==> config.mk <==
export PLATFORM = sky130hd
export DESIGN_NAME = ssclk_group_tracker
export DESIGN_NICKNAME = d
export VERILOG_FILES = /design/src/rtl/sgt_pkg.sv /design/src/rtl/sgt_cfg.sv /design/src/rtl/sgt_wdog.sv /design/src/rtl/sgt_vfifo.sv /design/src/rtl/ssclk_group_tracker.sv
export SDC_FILE = /design/constraint.sdc
export NUM_CORES = 1
export LEC_CHECK = 0
export ABC_CLOCK_PERIOD_IN_PS = 2900
export BUFFER_PORTS_ARGS = -buffer_cell sky130_fd_sc_hd__buf_2
export CAP_MARGIN = 25
export CORE_UTILIZATION = 43
export CTS_BUF_LIST = sky130_fd_sc_hd__clkbuf_8
export CTS_CLUSTER_DIAMETER = 50
export DETAILED_ROUTE_END_ITERATION = 16
export GPL_TIMING_DRIVEN = 0
export PLACE_DENSITY = 0.71
export SYNTH_ARGS = -nofsm -noshare
export SYNTH_HDL_FRONTEND = slang
export SYNTH_SLANG_ARGS = --single-unit
==> constraint.sdc <==
create_clock -name clk -period 2.9 [get_ports clk]
set_input_delay 0.435 -clock clk [delete_from_list [all_inputs] [get_ports clk]]
set_output_delay 0.435 -clock clk [all_outputs]
set_load 0.05 [all_outputs]
==> src/rtl/sgt_pkg.sv <==
package sgt_pkg;
  localparam int SGT_NCLK  = 4;
  localparam int SGT_DEPTH = 4;
  localparam int SGT_CW    = 8;
  localparam int SGT_IW    = $clog2(SGT_NCLK);

  typedef enum logic [1:0] {
    MODE_CNT = 2'b01,
    MODE_EXT = 2'b10
  } mode_e;

  typedef struct packed {
    mode_e              mode;
    logic [SGT_CW-1:0]  preset;
    logic               hb_sel;
    logic [SGT_IW-1:0]  ext_idx;
    logic               ext_pol;
    logic [SGT_IW-1:0]  done_idx;
  } cfg_t;
endpackage

==> src/rtl/sgt_cfg.sv <==
module sgt_cfg import sgt_pkg::*; (
  input  logic              clk,
  input  logic              rst,
  input  logic              run,
  input  logic              we,
  input  logic [1:0]        mode_i,
  input  logic [SGT_CW-1:0] preset_i,
  input  logic              hb_i,
  input  logic [SGT_IW-1:0] ext_idx_i,
  input  logic              ext_pol_i,
  input  logic [SGT_IW-1:0] done_idx_i,
  output cfg_t              cfg_o,
  output logic [SGT_CW-1:0] preset_ld_o,
  output logic              clr_o
);
  cfg_t cfg_q, cfg_in;
  logic legal, accept;

  always_comb begin
    cfg_in.mode     = mode_e'(mode_i);
    cfg_in.preset   = preset_i;
    cfg_in.hb_sel   = hb_i;
    cfg_in.ext_idx  = ext_idx_i;
    cfg_in.ext_pol  = ext_pol_i;
    cfg_in.done_idx = done_idx_i;
  end

  assign legal  = (mode_i == MODE_CNT) || (mode_i == MODE_EXT);
  assign accept = we && !run && legal;

  always_ff @(posedge clk) begin
    if (rst) begin
      cfg_q <= '{mode: MODE_CNT, preset: '0, hb_sel: 1'b0, ext_idx: '0,
                 ext_pol: 1'b1, done_idx: SGT_IW'(SGT_NCLK - 1)};
    end else if (accept) begin
      cfg_q <= cfg_in;
    end
  end

  assign cfg_o       = cfg_q;
  assign clr_o       = accept;
  assign preset_ld_o = accept ? preset_i : cfg_q.preset;

  p_mode_legal_r10: assert property (@(posedge clk) disable iff (rst)
    (cfg_q.mode == MODE_CNT) || (cfg_q.mode == MODE_EXT));

  p_locked_run_r11: assert property (@(posedge clk) disable iff (rst)
    (we && run) |=> $stable(cfg_q));
endmodule

==> src/rtl/sgt_wdog.sv <==
module sgt_wdog #(
  parameter int CW = 8,
  localparam logic [CW-1:0] MAXV = '1
) (
  input  logic          clk,
  input  logic          rst,
  input  logic          active,
  input  logic          clr,
  input  logic          reload,
  input  logic [CW-1:0] preset,
  input  logic [CW-1:0] preset_ld,
  output logic          ovf
);
  logic [CW-1:0] cnt;

  assign ovf = active && !clr && !reload && (cnt == MAXV);

  always_ff @(posedge clk) begin
    if (rst)                    cnt <= '0;
    else if (!active || clr)    cnt <= preset_ld;
    else if (reload || cnt == MAXV) cnt <= preset;
    else                        cnt <= cnt + 1'b1;
  end

  p_single_wrap_r5: assert property (@(posedge clk) disable iff (rst)
    (ovf && preset != MAXV) |=> !ovf);

  p_reload_r6: assert property (@(posedge clk) disable iff (rst)
    (active && !clr && reload) |=> (cnt == $past(preset)));
endmodule

==> src/rtl/sgt_vfifo.sv <==
module sgt_vfifo #(
  parameter int DEPTH = 4,
  parameter int W     = 4,
  localparam int AW = (DEPTH > 1) ? $clog2(DEPTH) : 1,
  localparam int DW = $clog2(DEPTH + 1)
) (
  input  logic          clk,
  input  logic          rst,
  input  logic          clr,
  input  logic          push,
  input  logic [W-1:0]  din,
  output logic [DW-1:0] count,
  output logic [W-1:0]  head
);
  logic [W-1:0]  mem [DEPTH];
  logic          can_push;
  logic [AW-1:0] widx;

  assign can_push = push && (clr || count < DW'(DEPTH));
  assign widx     = clr ? '0 : count[AW-1:0];

  always_ff @(posedge clk) begin
    if (can_push) mem[widx] <= din;
  end

  always_ff @(posedge clk) begin
    if (rst)           count <= '0;
    else if (clr)      count <= push ? DW'(1) : '0;
    else if (can_push) count <= count + 1'b1;
  end

  assign head = (count != '0) ? mem[0] : '0;

  p_cap_r4: assert property (@(posedge clk) disable iff (rst)
    count <= DW'(DEPTH));

  p_full_drop_r4: assert property (@(posedge clk) disable iff (rst)
    (push && !clr && count == DW'(DEPTH)) |=> (count == DW'(DEPTH)));

  p_flush_r3: assert property (@(posedge clk) disable iff (rst)
    (clr && !push) |=> (count == '0));
endmodule

==> src/rtl/ssclk_group_tracker.sv <==
module ssclk_group_tracker import sgt_pkg::*; #(
  parameter int DEPTH = SGT_DEPTH,
  localparam int DW = $clog2(DEPTH + 1)
) (
  input  logic                clk,
  input  logic                rst,
  input  logic                run,
  input  logic                cfg_we,
  input  logic [1:0]          cfg_mode,
  input  logic [SGT_CW-1:0]   cfg_preset,
  input  logic                cfg_hb_sel,
  input  logic [SGT_IW-1:0]   cfg_ext_idx,
  input  logic                cfg_ext_pol,
  input  logic [SGT_IW-1:0]   cfg_done_idx,
  input  logic [SGT_NCLK-1:0] strobe,
  input  logic [SGT_NCLK-1:0] strobe_en,
  input  logic                hb_edge,
  input  logic                ext_rst_in,
  output logic                grp_valid,
  output logic [DW-1:0]       grp_depth,
  output logic [SGT_NCLK-1:0] grp_head,
  output logic                fifo_rst
);
  cfg_t              cfg;
  logic [SGT_CW-1:0] preset_ld;
  logic              cfg_clr;

  sgt_cfg u_cfg (
    .clk(clk), .rst(rst), .run(run), .we(cfg_we),
    .mode_i(cfg_mode), .preset_i(cfg_preset), .hb_i(cfg_hb_sel),
    .ext_idx_i(cfg_ext_idx), .ext_pol_i(cfg_ext_pol), .done_idx_i(cfg_done_idx),
    .cfg_o(cfg), .preset_ld_o(preset_ld), .clr_o(cfg_clr)
  );

  logic                ext_mode, cnt_mode;
  logic [SGT_NCLK-1:0] ev, done_oh, others;
  logic                done_hit, push, reload, ext_act, ovf, fclr;
  logic [DW-1:0]       f_count;
  logic [SGT_NCLK-1:0] f_head;

  assign ext_mode = (cfg.mode == MODE_EXT);
  assign cnt_mode = (cfg.mode == MODE_CNT);

  for (genvar i = 0; i < SGT_NCLK; i++) begin : g_lane
    assign done_oh[i] = (cfg.done_idx == SGT_IW'(i));
    assign ev[i]      = strobe[i] & strobe_en[i] &
                        ~(ext_mode && (cfg.ext_idx == SGT_IW'(i)));
  end

  assign others   = ev & ~done_oh;
  assign done_hit = run && |(ev & done_oh);
  assign push     = run && |others && !done_hit;
  assign reload   = cfg.hb_sel ? hb_edge : |ev;
  assign ext_act  = run && ext_mode && (ext_rst_in == cfg.ext_pol);

  sgt_wdog #(.CW(SGT_CW)) u_wdog (
    .clk(clk), .rst(rst), .active(run && cnt_mode), .clr(cfg_clr),
    .reload(reload), .preset(cfg.preset), .preset_ld(preset_ld), .ovf(ovf)
  );

  assign fclr = cfg_clr | ovf | ext_act | done_hit;

  sgt_vfifo #(.DEPTH(DEPTH), .W(SGT_NCLK)) u_fifo (
    .clk(clk), .rst(rst), .clr(fclr), .push(push), .din(others),
    .count(f_count), .head(f_head)
  );

  always_ff @(posedge clk) begin
    if (rst) begin
      grp_valid <= 1'b0;
      grp_depth <= '0;
      grp_head  <= '0;
      fifo_rst  <= 1'b0;
    end else begin
      grp_valid <= done_hit;
      grp_depth <= done_hit ? f_count : '0;
      grp_head  <= done_hit ? f_head  : '0;
      fifo_rst  <= ovf | ext_act;
    end
  end

  p_ext_level_r9: assert property (@(posedge clk) disable iff (rst)
    (run && ext_mode && ext_rst_in == cfg.ext_pol) |=> fifo_rst);

  p_idle_quiet_r12: assert property (@(posedge clk) disable iff (rst)
    !run |=> (!grp_valid && !fifo_rst));

  p_report_zero_r3: assert property (@(posedge clk) disable iff (rst)
    !grp_valid |-> (grp_depth == '0 && grp_head == '0));

  p_valid_needs_run_r2: assert property (@(posedge clk) disable iff (rst)
    grp_valid |-> $past(run));
endmodule

==> metrics, run 1 <==
crit path cell chain=buf_2 -> nor4bb_1 -> nor2_1 -> mux4_2 -> a2111oi_4 -> o21a_1; slowest stage delay, CP=560 ps; clk sinks=40; Leak=0.9402 nW; CP max stage cell=nor4bb_1; Syn Area/Cell=8.975 um^2; Min Clock Period, post-route=2758 ps; Setup crit end kind=register; cell taking the most area after synthesis=dfxtp_1; Int Pwr=840.5 uW; worst hold path type=primary input to register; drt first pass iters=5; sum of negative setup slack=0 ps; Ys Warns=0; Crit Path Max Fanout=10; peak supply drop=0.2967 mV; Relative slew margins=0.5927; Total GRT Usage=0.1741; Worst Setup Slack, final=142.3 ps; fin crit share=0.9509; wire length per cell=12.35 um; Detail Route Antenna Nets=0; sequential fraction of the synthesis area=0.4259; Slew Viols, Final=0; pre-CTS setup slack=197.4 ps; Fin Hold WS=354.8 ps; hold-fix buffer count after cts=0; fmax=362.6 MHz; # IOs=39; Vias=1663; sw power=288.8 uW; Post-synth top cells=nand2_1, dfxtp_1, a21oi_1, and2_1; port bufs=37; H-tree lvl count=2; count leader, synth=nand2_1; # rows=24; DR vias/cell=5.246; worst endpoint required time=2890 ps; Remaining DRCs=0; endpoints failing setup=0; gr ovfl total=0; Synth Register Bits=40; initial antenna violation count=0; die width=69.76 um; RSZ-0062 raised after global routing=no; Crit Path Class=register to register; DIE HEIGHT=69.76 um; first-pass GRT wire length=6741 um; power share of the sequential group=0.530; status=complete, no violations; clock root buffer=clkbuf_8; worst path bufs/invs=1; ratio of cells with drive above 1 in the final layout=0.2038; maxcap violations=0; number of synthesized flops with an enable pin=4; Worst-Skew Late Latency=280 ps; Clk network pwr share=0.331; Die Footprint=4866 um^2; Post-synth top flop=dfxtp_1; Area Overhead vs Synth=17.36%; Syn Nets=253; Core Box Area=4384 um^2; Initial DRC Count=78; cell area after synthesis=1974 um^2; combinational share of power=0.140; Mapped Cells=220; Final Skew=5.774 ps; Placed Area=2225 um^2; # nets final=297; setup repair bufs after CTS=0; worst slew pin tran=605.8 ps; largest net degree at the start of global routing=13; switching part of the total=0.2557; Routed WL=3915 um; Unique masters post-synth=52; CTS tree=done; number of antenna diodes=0; CTS clock-pin slew for the worst setup and hold paths=70 ps; Starting Density=0.4503; Placer Congestion=0.8889; final instance area=2317 um^2; PwrDens=487.4 nW/um^2; CP Data Arrival Time=2740 ps; top cells by area, synth=dfxtp_1, nand2_1, edfxtp_1, and2_1, a21oi_1; cts repair resizes=0; final hold violation count=0; Post-synth ARST share=0; Critical Path Source Type=register; Top delay family on crit path=compound AO/OA/AOI/OAI gates; Clock Path Buffers=2; CTS buffer count=5; top-area cell type share of the netlist area=0.3650; Final HPWL DP=2882 um; vias in the first global route=1491
[layout make-up]
| type | count | area (um^2) |
|---|---|---|
| sequential | 40 | 840.8 |
| multi-input combinational | 165 | 1076 |
| clock inverter | 2 | 10.01 |
| tap | 52 | 65.06 |
| buffer | 10 | 38.79 |
| fill | 422 | 2067 |
| timing repair buffer | 37 | 185.2 |
| clock buffer | 6 | 82.58 |
| inverter | 5 | 18.77 |
[metal layers]
| metal | track usage | vias to the layer above | part of all wire |
|---|---|---|---|
| met3 | 0.04360 | 6 | 0.052 |
| met1 | 0.2207 | 749 | 0.47 |
| met2 | 0.2874 | 46 | 0.47 |
| met5 | 0 | - | 0 |
| met4 | 0.06000 | 0 | 0.014 |
| li1 | - | 862 | - |
[path summary, 6_finish.rpt]
kind                       to             start  cells after the start  slack, ps
max          u_fifo.mem[0][3]   u_cfg.cfg_o[15]                      6        140
min            u_cfg.cfg_o[0]   cfg_done_idx[0]                      3        350
max reg2reg  u_fifo.mem[0][3]   u_cfg.cfg_o[15]                      6        140
min reg2reg       grp_head[1]  u_fifo.mem[0][1]                      1        440
[layout by cell type (no fill, tap or decap), drive strengths merged, types with 2 or more instances in the layout]
cell / n
a31oi: 2
a21oi: 14
a21o: 2
and2: 14
inv: 5
nor3: 4
o21a: 2
ha: 3
nor2b: 5
a211oi: 3
nor2: 9
nand3b: 4
o31ai: 4
and3: 3
buf: 38
clkinv: 2
xor2: 2
nand3: 9
or4b: 2
xnor2: 6
nand4b: 2
dfxtp: 36
clkbuf: 15
nand2: 41
edfxtp: 4
mux2i: 7
o21ai: 7
[through the flow]
step           std cells  utilization  power, mW
6_report             317       0.5285      1.129
4_1_cts              317       0.5285      1.139
3_3_place_gp         309       0.5074     0.7663
2_1_floorplan        220            -     0.7192
5_1_grt              317       0.5285      1.188
3_5_place_dp         309       0.5074     0.7682
[cells by family after synthesis]
| kind of cell | share of synthesized area |
|---|---|
| multiplexers | 0.04690 |
| adder cells (fa/ha/maj) | 0.01901 |
| buffers and inverters | 0.02915 |
| XOR/XNOR | 0.03549 |
| flip-flops | 0.4259 |
| AO/OA/AOI/OAI | 0.1578 |
| AND/OR/NAND/NOR | 0.2858 |
[power groups by stage]
stage	clock network (mW)	logic [mW]	registers, mW
final	0.373	0.158	0.598
after global routing	0.410	0.176	0.602
after detailed placement	0	0.157	0.611
after floorplan	0	0.108	0.611
after global placement	0	0.156	0.610
after CTS	0.383	0.158	0.598
[worst reg2reg max path: stages, from the launching register on]
cell	delay, ps
dfxtp_1	310
buf_2	170
nor4bb_1	560
nor2_1	120
mux4_2	510
a2111oi_4	520
o21a_1	280
[registers in the layout, indices dropped and copies added, names as in the netlist]
register,cells
grp_head,4
u_wdog.cnt,8
u_cfg.cfg_o,16
u_fifo.mem,4
grp_depth,3
fifo_rst,1
grp_valid,1
u_fifo.count,3
No activity file was read; power rests on OpenSTA's default activity.
==> run 2, diff against run 1 <==
- CTS_BUF_LIST: sky130_fd_sc_hd__clkbuf_8 -> sky130_fd_sc_hd__clkbuf_16
==> run 2 against run 1 <==
  * Critical path depth did not move
  * Worst setup slack improved by 32 ps
  * Die area did not move
  * Fmax increased by 1.2%
  * Combinational power barely moved
  * Critical path type unchanged
==> metrics, run 2 (synthesis results as in run 1) <==
status=complete, no violations (unchanged); wire length per cell=12.30 um (was 12.35 um); final std cells w/o fill=317 (unchanged); crit path to=u_fifo.mem[0][0] (was u_fifo.mem[0][3]); Setup crit end kind=register (unchanged); final hold violation count=0 (unchanged); Final Skew=4.214 ps (was 5.774 ps); # rows=24 (unchanged); Vias=1652 (was 1663); fin crit share=0.9400 (was 0.9509); worst hold path type=primary input to register (unchanged); Die Footprint=4866 um^2 (unchanged); CP max stage cell=nor4bb_1 (unchanged); endpoints failing setup=0 (unchanged); R2R setup slack=170 ps (was 140 ps); fmax=366.8 MHz (was 362.6 MHz); final instance area=2364 um^2 (was 2317 um^2); Largest register FFs=16 (unchanged); die width=69.76 um (unchanged); CTS tree=done (unchanged); setup repair bufs after CTS=0 (unchanged); DR vias/cell=5.211 (was 5.246); drt first pass iters=6 (was 5); ratio of cells with drive above 1 in the final layout=0.2000 (was 0.2038); gr ovfl total=0 (unchanged); reg2reg path depth=6 (unchanged); Initial DRC Count=56 (was 78); Met1 Routed Length=1850 um (was 1825 um); number of antenna diodes=0 (unchanged); commonest non-fill, non-tap cell in the layout=nand2_1 (unchanged); R2R Path End=u_fifo.mem[0][0] (was u_fifo.mem[0][3]); maxcap violations=0 (unchanged); placed cells=309 (unchanged); DIE HEIGHT=69.76 um (unchanged); hold-fix buffer count after cts=0 (unchanged); reg2reg start=u_cfg.cfg_o[15] (unchanged); Remaining DRCs=0 (unchanged); Core Box Area=4384 um^2 (unchanged); first-pass GRT wire length=6679 um (was 6741 um); met2 routed WL=1795 um (was 1832 um); Clock Path Buffers=2 (unchanged); Routed WL=3900 um (was 3915 um); Multi-input gate area=1076 um^2 (unchanged); RSZ-0062 raised after global routing=no (unchanged); number of fill cells=407 (was 422); Critical Path Source Type=register (unchanged); Worst-Skew Late Latency=280 ps (about the same); crit path cell chain=buf_2 -> nor4bb_1 -> nor2_1 -> mux4_2 -> a2111oi_4 -> o21a_1 (unchanged); PwrDens=537.9 nW/um^2 (was 487.4 nW/um^2); worst slew pin tran=578.0 ps (was 605.8 ps); CTS buffer count=5 (unchanged); port bufs=37 (unchanged); Relative slew margins=0.6114 (was 0.5927); # nets final=297 (unchanged); Sequential Area=840.8 um^2 (unchanged); sum of negative setup slack=0 ps (unchanged); Area Overhead vs Synth=19.71% (was 17.36%); clock root buffer=clkbuf_16 (was clkbuf_8); Placed Area=2225 um^2 (unchanged); Crit Path Max Fanout=10 (unchanged); Slew Viols, Final=0 (unchanged); peak supply drop=0.2929 mV (was 0.2967 mV); Worst Setup SP=u_cfg.cfg_o[15] (unchanged); Final HPWL DP=2882 um (unchanged); Met3 Wirelength=179 um (was 202 um); most frequent cells in the layout=nand2_1, buf_2, dfxtp_1 (unchanged); top routing layer used=met4 (unchanged); Min Clock Period, post-route=2726 ps (was 2758 ps); # IOs=39 (unchanged); total power=1.271 mW (was 1.129 mW); H-tree lvl count=2 (unchanged); clk sinks=40 (unchanged); Total GRT Usage=0.1735 (was 0.1741); Placer Congestion=0.8889 (unchanged); CP Data Arrival Time=2700 ps (was 2740 ps); initial antenna violation count=0 (unchanged); Final Util=0.5391 (was 0.5285); cts repair resizes=0 (unchanged); CTS clock-pin slew for the worst setup and hold paths=50 ps (was 70 ps); Starting Density=0.4503 (unchanged); slowest stage delay, CP=550 ps (was 560 ps); Crit Path Class=register to register (unchanged); Detail Route Antenna Nets=0 (unchanged); Leak=0.9602 nW (was 0.9402 nW); largest net degree at the start of global routing=13 (unchanged); worst endpoint required time=2880 ps (was 2890 ps); vias in the first global route=1482 (was 1491)
## run 2: cell count changes in the layout (fill, tap and decap cells not counted)
cell,delta
clkinv_1,+1
clkbuf_16,+5
clkbuf_8,-6
## run 2: power by group
| part | leakage, nW | total [mW] | internal [mW] | switching [mW] |
|---|---|---|---|---|
| sequential | 0.331 | 0.599 | 0.583 | 0.0163 |
| clock | 0.0710 | 0.515 | 0.312 | 0.203 |
| combinational | 0.558 | 0.157 | 0.0687 | 0.0881 |
| total | 0.960 | 1.27 | 0.964 | 0.308 |
## run 2: layout make-up
| type | count | area share |
|---|---|---|
| multi-input cells | 165 | 0.4553 |
| flip-flops and latches | 40 | 0.3557 |
| repair buffers | 37 | 0.07835 |
| clock buffers | 5 | 0.05294 |
| well taps | 52 | 0.02753 |
| plain buffers | 10 | 0.01641 |
| inverters | 5 | 0.007941 |
| clock inverters | 3 | 0.005823 |
## run 2: worst min path at each step
stage,cells past startpoint,start,endpoint
2_1_floorplan,1,u_fifo.mem[0][0],grp_head[0]
3_3_place_gp,1,u_fifo.mem[0][0],grp_head[0]
3_5_place_dp,1,u_fifo.mem[0][1],grp_head[1]
4_1_cts,3,cfg_done_idx[0],u_cfg.cfg_o[0]
5_1_grt,3,cfg_done_idx[0],u_cfg.cfg_o[0]
6_report,3,cfg_done_idx[0],u_cfg.cfg_o[0]
## run 2: layer usage
layer | up-vias | track usage
met2 | 42 | 0.2821
met1 | 738 | 0.2234
li1 | 863 | -
met4 | 0 | 0.07333
met3 | 9 | 0.03488
met5 | - | 0
## run 2: worst max-delay path, delay by kind of cell, from the launching register on
family | cells | cell delay (ps)
multiplexers | 1 | 510
buffers and inverters | 1 | 170
AO/OA/AOI/OAI | 2 | 770
AND/OR/NAND/NOR | 2 | 670
flip-flops | 1 | 310
## run 2: through the flow
stage | setup slack (ps) | hold slack [ps]
finish | 174.0 | 361.4
CTS | 179.3 | 356.3
global route | 38.21 | 375.5
global placement | 216.6 | 422.3
detailed placement | 197.4 | 426.3
floorplan | 360.4 | 420.3
==> run 3, diff against run 2 <==
- PLACE_DENSITY: 0.71 -> not set
- PLACE_DENSITY_LB_ADDON: not set -> 0.2
==> run 3 against run 2 <==
  * Clock-buffer cell count unchanged
  * Fmax down 0.18%
  * Worst hold slack better by 1.2 ps
  * Die area unchanged
  * Total power up 8.2%
  * Worst setup slack worse by 4.9 ps
  * Via count up 2.3%
  * Cell count unchanged
  * Non-clock buffer count unchanged
  * Sequential share of layout area down 0.52 points
  * Global-route usage down 0.18 points
  * Clock power up 20%
  * Largest cell class unchanged
  * Largest power group is now the clock network
==> metrics, run 3 (synthesis results as in run 1) <==
status=complete, no violations (unchanged); Clock Path Buffers=2 (unchanged); largest net degree at the start of global routing=14 (was 13); Critical Path Source Type=register (unchanged); Placed Area=2225 um^2 (unchanged); most frequent cells in the layout=nand2_1, buf_2, dfxtp_1 (unchanged); Crit Path Class=register to register (unchanged); Worst Setup Slack, final=169.1 ps (was 174.0 ps); Vias=1690 (was 1652); pre-CTS setup slack=206.1 ps (was 197.4 ps); # IOs=39 (unchanged); Area Overhead vs Synth=21.48% (was 19.71%); CTS clock-pin slew for the worst setup and hold paths=60 ps (was 50 ps); Setup crit end kind=register (unchanged); final hold violation count=0 (unchanged); H-tree lvl count=2 (unchanged); clk sinks=40 (unchanged); drt first pass iters=4 (was 6); Final Skew=6.139 ps (was 4.214 ps); final std cells w/o fill=317 (unchanged); Initial DRC Count=100 (was 56); Min Clock Period, post-route=2731 ps (was 2726 ps); Met3 Wirelength=200 um (was 179 um); PwrDens=573.3 nW/um^2 (was 537.9 nW/um^2); wire length per cell=12.98 um (was 12.30 um); Starting Density=0.4503 (unchanged); Final HPWL DP=2980 um (was 2882 um); sw power=319.3 uW (was 307.9 uW); Slew Viols, Final=0 (unchanged); DR vias/cell=5.331 (was 5.211); # nets final=297 (unchanged); Routed WL=4115 um (was 3900 um); met2 routed WL=1818 um (was 1795 um); vias in the first global route=1410 (was 1482); R2R setup slack=170 ps (about the same); CTS buffer count=5 (unchanged); Int Pwr=1.056 mW (was 963.6 uW); worst slew pin tran=628.4 ps (was 578.0 ps); Placer Congestion=0.7811 (was 0.8889); Detail Route Antenna Nets=0 (unchanged); Remaining DRCs=0 (unchanged); Die Footprint=4866 um^2 (unchanged); combinational share of power=0.116 (was 0.123); ratio of cells with drive above 1 in the final layout=0.2038 (was 0.2000); Met1 Routed Length=2021 um (was 1850 um); CTS tree=done (unchanged); RSZ-0062 raised after global routing=no (unchanged); Final Util=0.5471 (was 0.5391); hold-fix buffer count after cts=0 (unchanged); switching part of the total=0.2322 (was 0.2421); maxcap violations=0 (unchanged); Total GRT Usage=0.1717 (was 0.1735); fmax=366.2 MHz (was 366.8 MHz); final instance area=2399 um^2 (was 2364 um^2); worst endpoint required time=2880 ps (about the same); sum of negative setup slack=0 ps (unchanged); die width=69.76 um (unchanged); peak supply drop=0.3637 mV (was 0.2929 mV); Core Box Area=4384 um^2 (unchanged); Largest register FFs=16 (unchanged); number of antenna diodes=0 (unchanged); Worst-Skew Late Latency=280 ps (about the same); gr ovfl total=0 (unchanged); clock root buffer=clkbuf_16 (unchanged); setup repair bufs after CTS=0 (unchanged); port bufs=37 (unchanged); endpoints failing setup=0 (unchanged); DIE HEIGHT=69.76 um (unchanged); first-pass GRT wire length=6492 um (was 6679 um); Relative slew margins=0.5775 (was 0.6114); top routing layer used=met4 (unchanged); Clk network pwr share=0.448 (was 0.405); worst hold path type=primary input to register (unchanged); placed cells=309 (unchanged); Crit Path Max Fanout=10 (unchanged); fin crit share=0.9417 (was 0.9400); initial antenna violation count=0 (unchanged); Leak=0.9708 nW (was 0.9602 nW); power share of the sequential group=0.436 (was 0.471); CP Data Arrival Time=2710 ps (was 2700 ps); commonest non-fill, non-tap cell in the layout=nand2_1 (unchanged); # rows=24 (unchanged)
run 3: stage by stage:
stage               hold WS, ps  power [mW]
floorplan                 420.3      0.7192
global placement          424.7      0.7679
detailed placement        428.7      0.7702
CTS                       361.1       1.383
global route              368.3       1.432
finish                    362.6       1.375
run 3: layout make-up:
cell class / count / area [um^2]
Fill cell: 396 / 1986
Clock buffer: 5 / 125.1
Inverter: 5 / 18.77
Buffer: 10 / 38.79
Timing Repair Buffer: 37 / 185.2
Multi-Input combinational cell: 165 / 1082
Sequential cell: 40 / 840.8
Tap cell: 52 / 65.06
Clock inverter: 3 / 42.54
run 3: layer usage:
layer | track usage | vias to the layer above
met5 | 0 | -
li1 | - | 863
met4 | 0.08000 | 0
met1 | 0.2353 | 777
met2 | 0.2532 | 43
met3 | 0.04215 | 7
run 3: path summary, 6_finish.rpt:
check | cells after the start | startpoint | to
setup / recovery | 5 | u_cfg.cfg_o[14] | u_fifo.mem[0][1]
hold / removal | 3 | cfg_done_idx[0] | u_cfg.cfg_o[0]
setup reg to reg | 5 | u_cfg.cfg_o[14] | u_fifo.mem[0][1]
hold reg to reg | 1 | u_fifo.mem[0][1] | grp_head[1]
run 3: what timing repair did:
action	CTS	global route
hold endpoints to repair	0	0
setup endpoints to repair	0	4
resized for setup	0	1
run 3: power by group through the flow:
stage	Combinational (mW)	Clock (mW)	Sequential [mW]
detailed placement	0.159	0	0.611
finish	0.160	0.616	0.600
global placement	0.157	0	0.611
global route	0.176	0.654	0.602
floorplan	0.108	0	0.611
CTS	0.159	0.624	0.599
run 3: worst max-delay path, stage by stage (launching register included):
cell and delay (ps):
dfxtp_1 380, or4b_1 580, and2_4 200, mux4_2 480, a2111oi_4 520, o21a_1 280
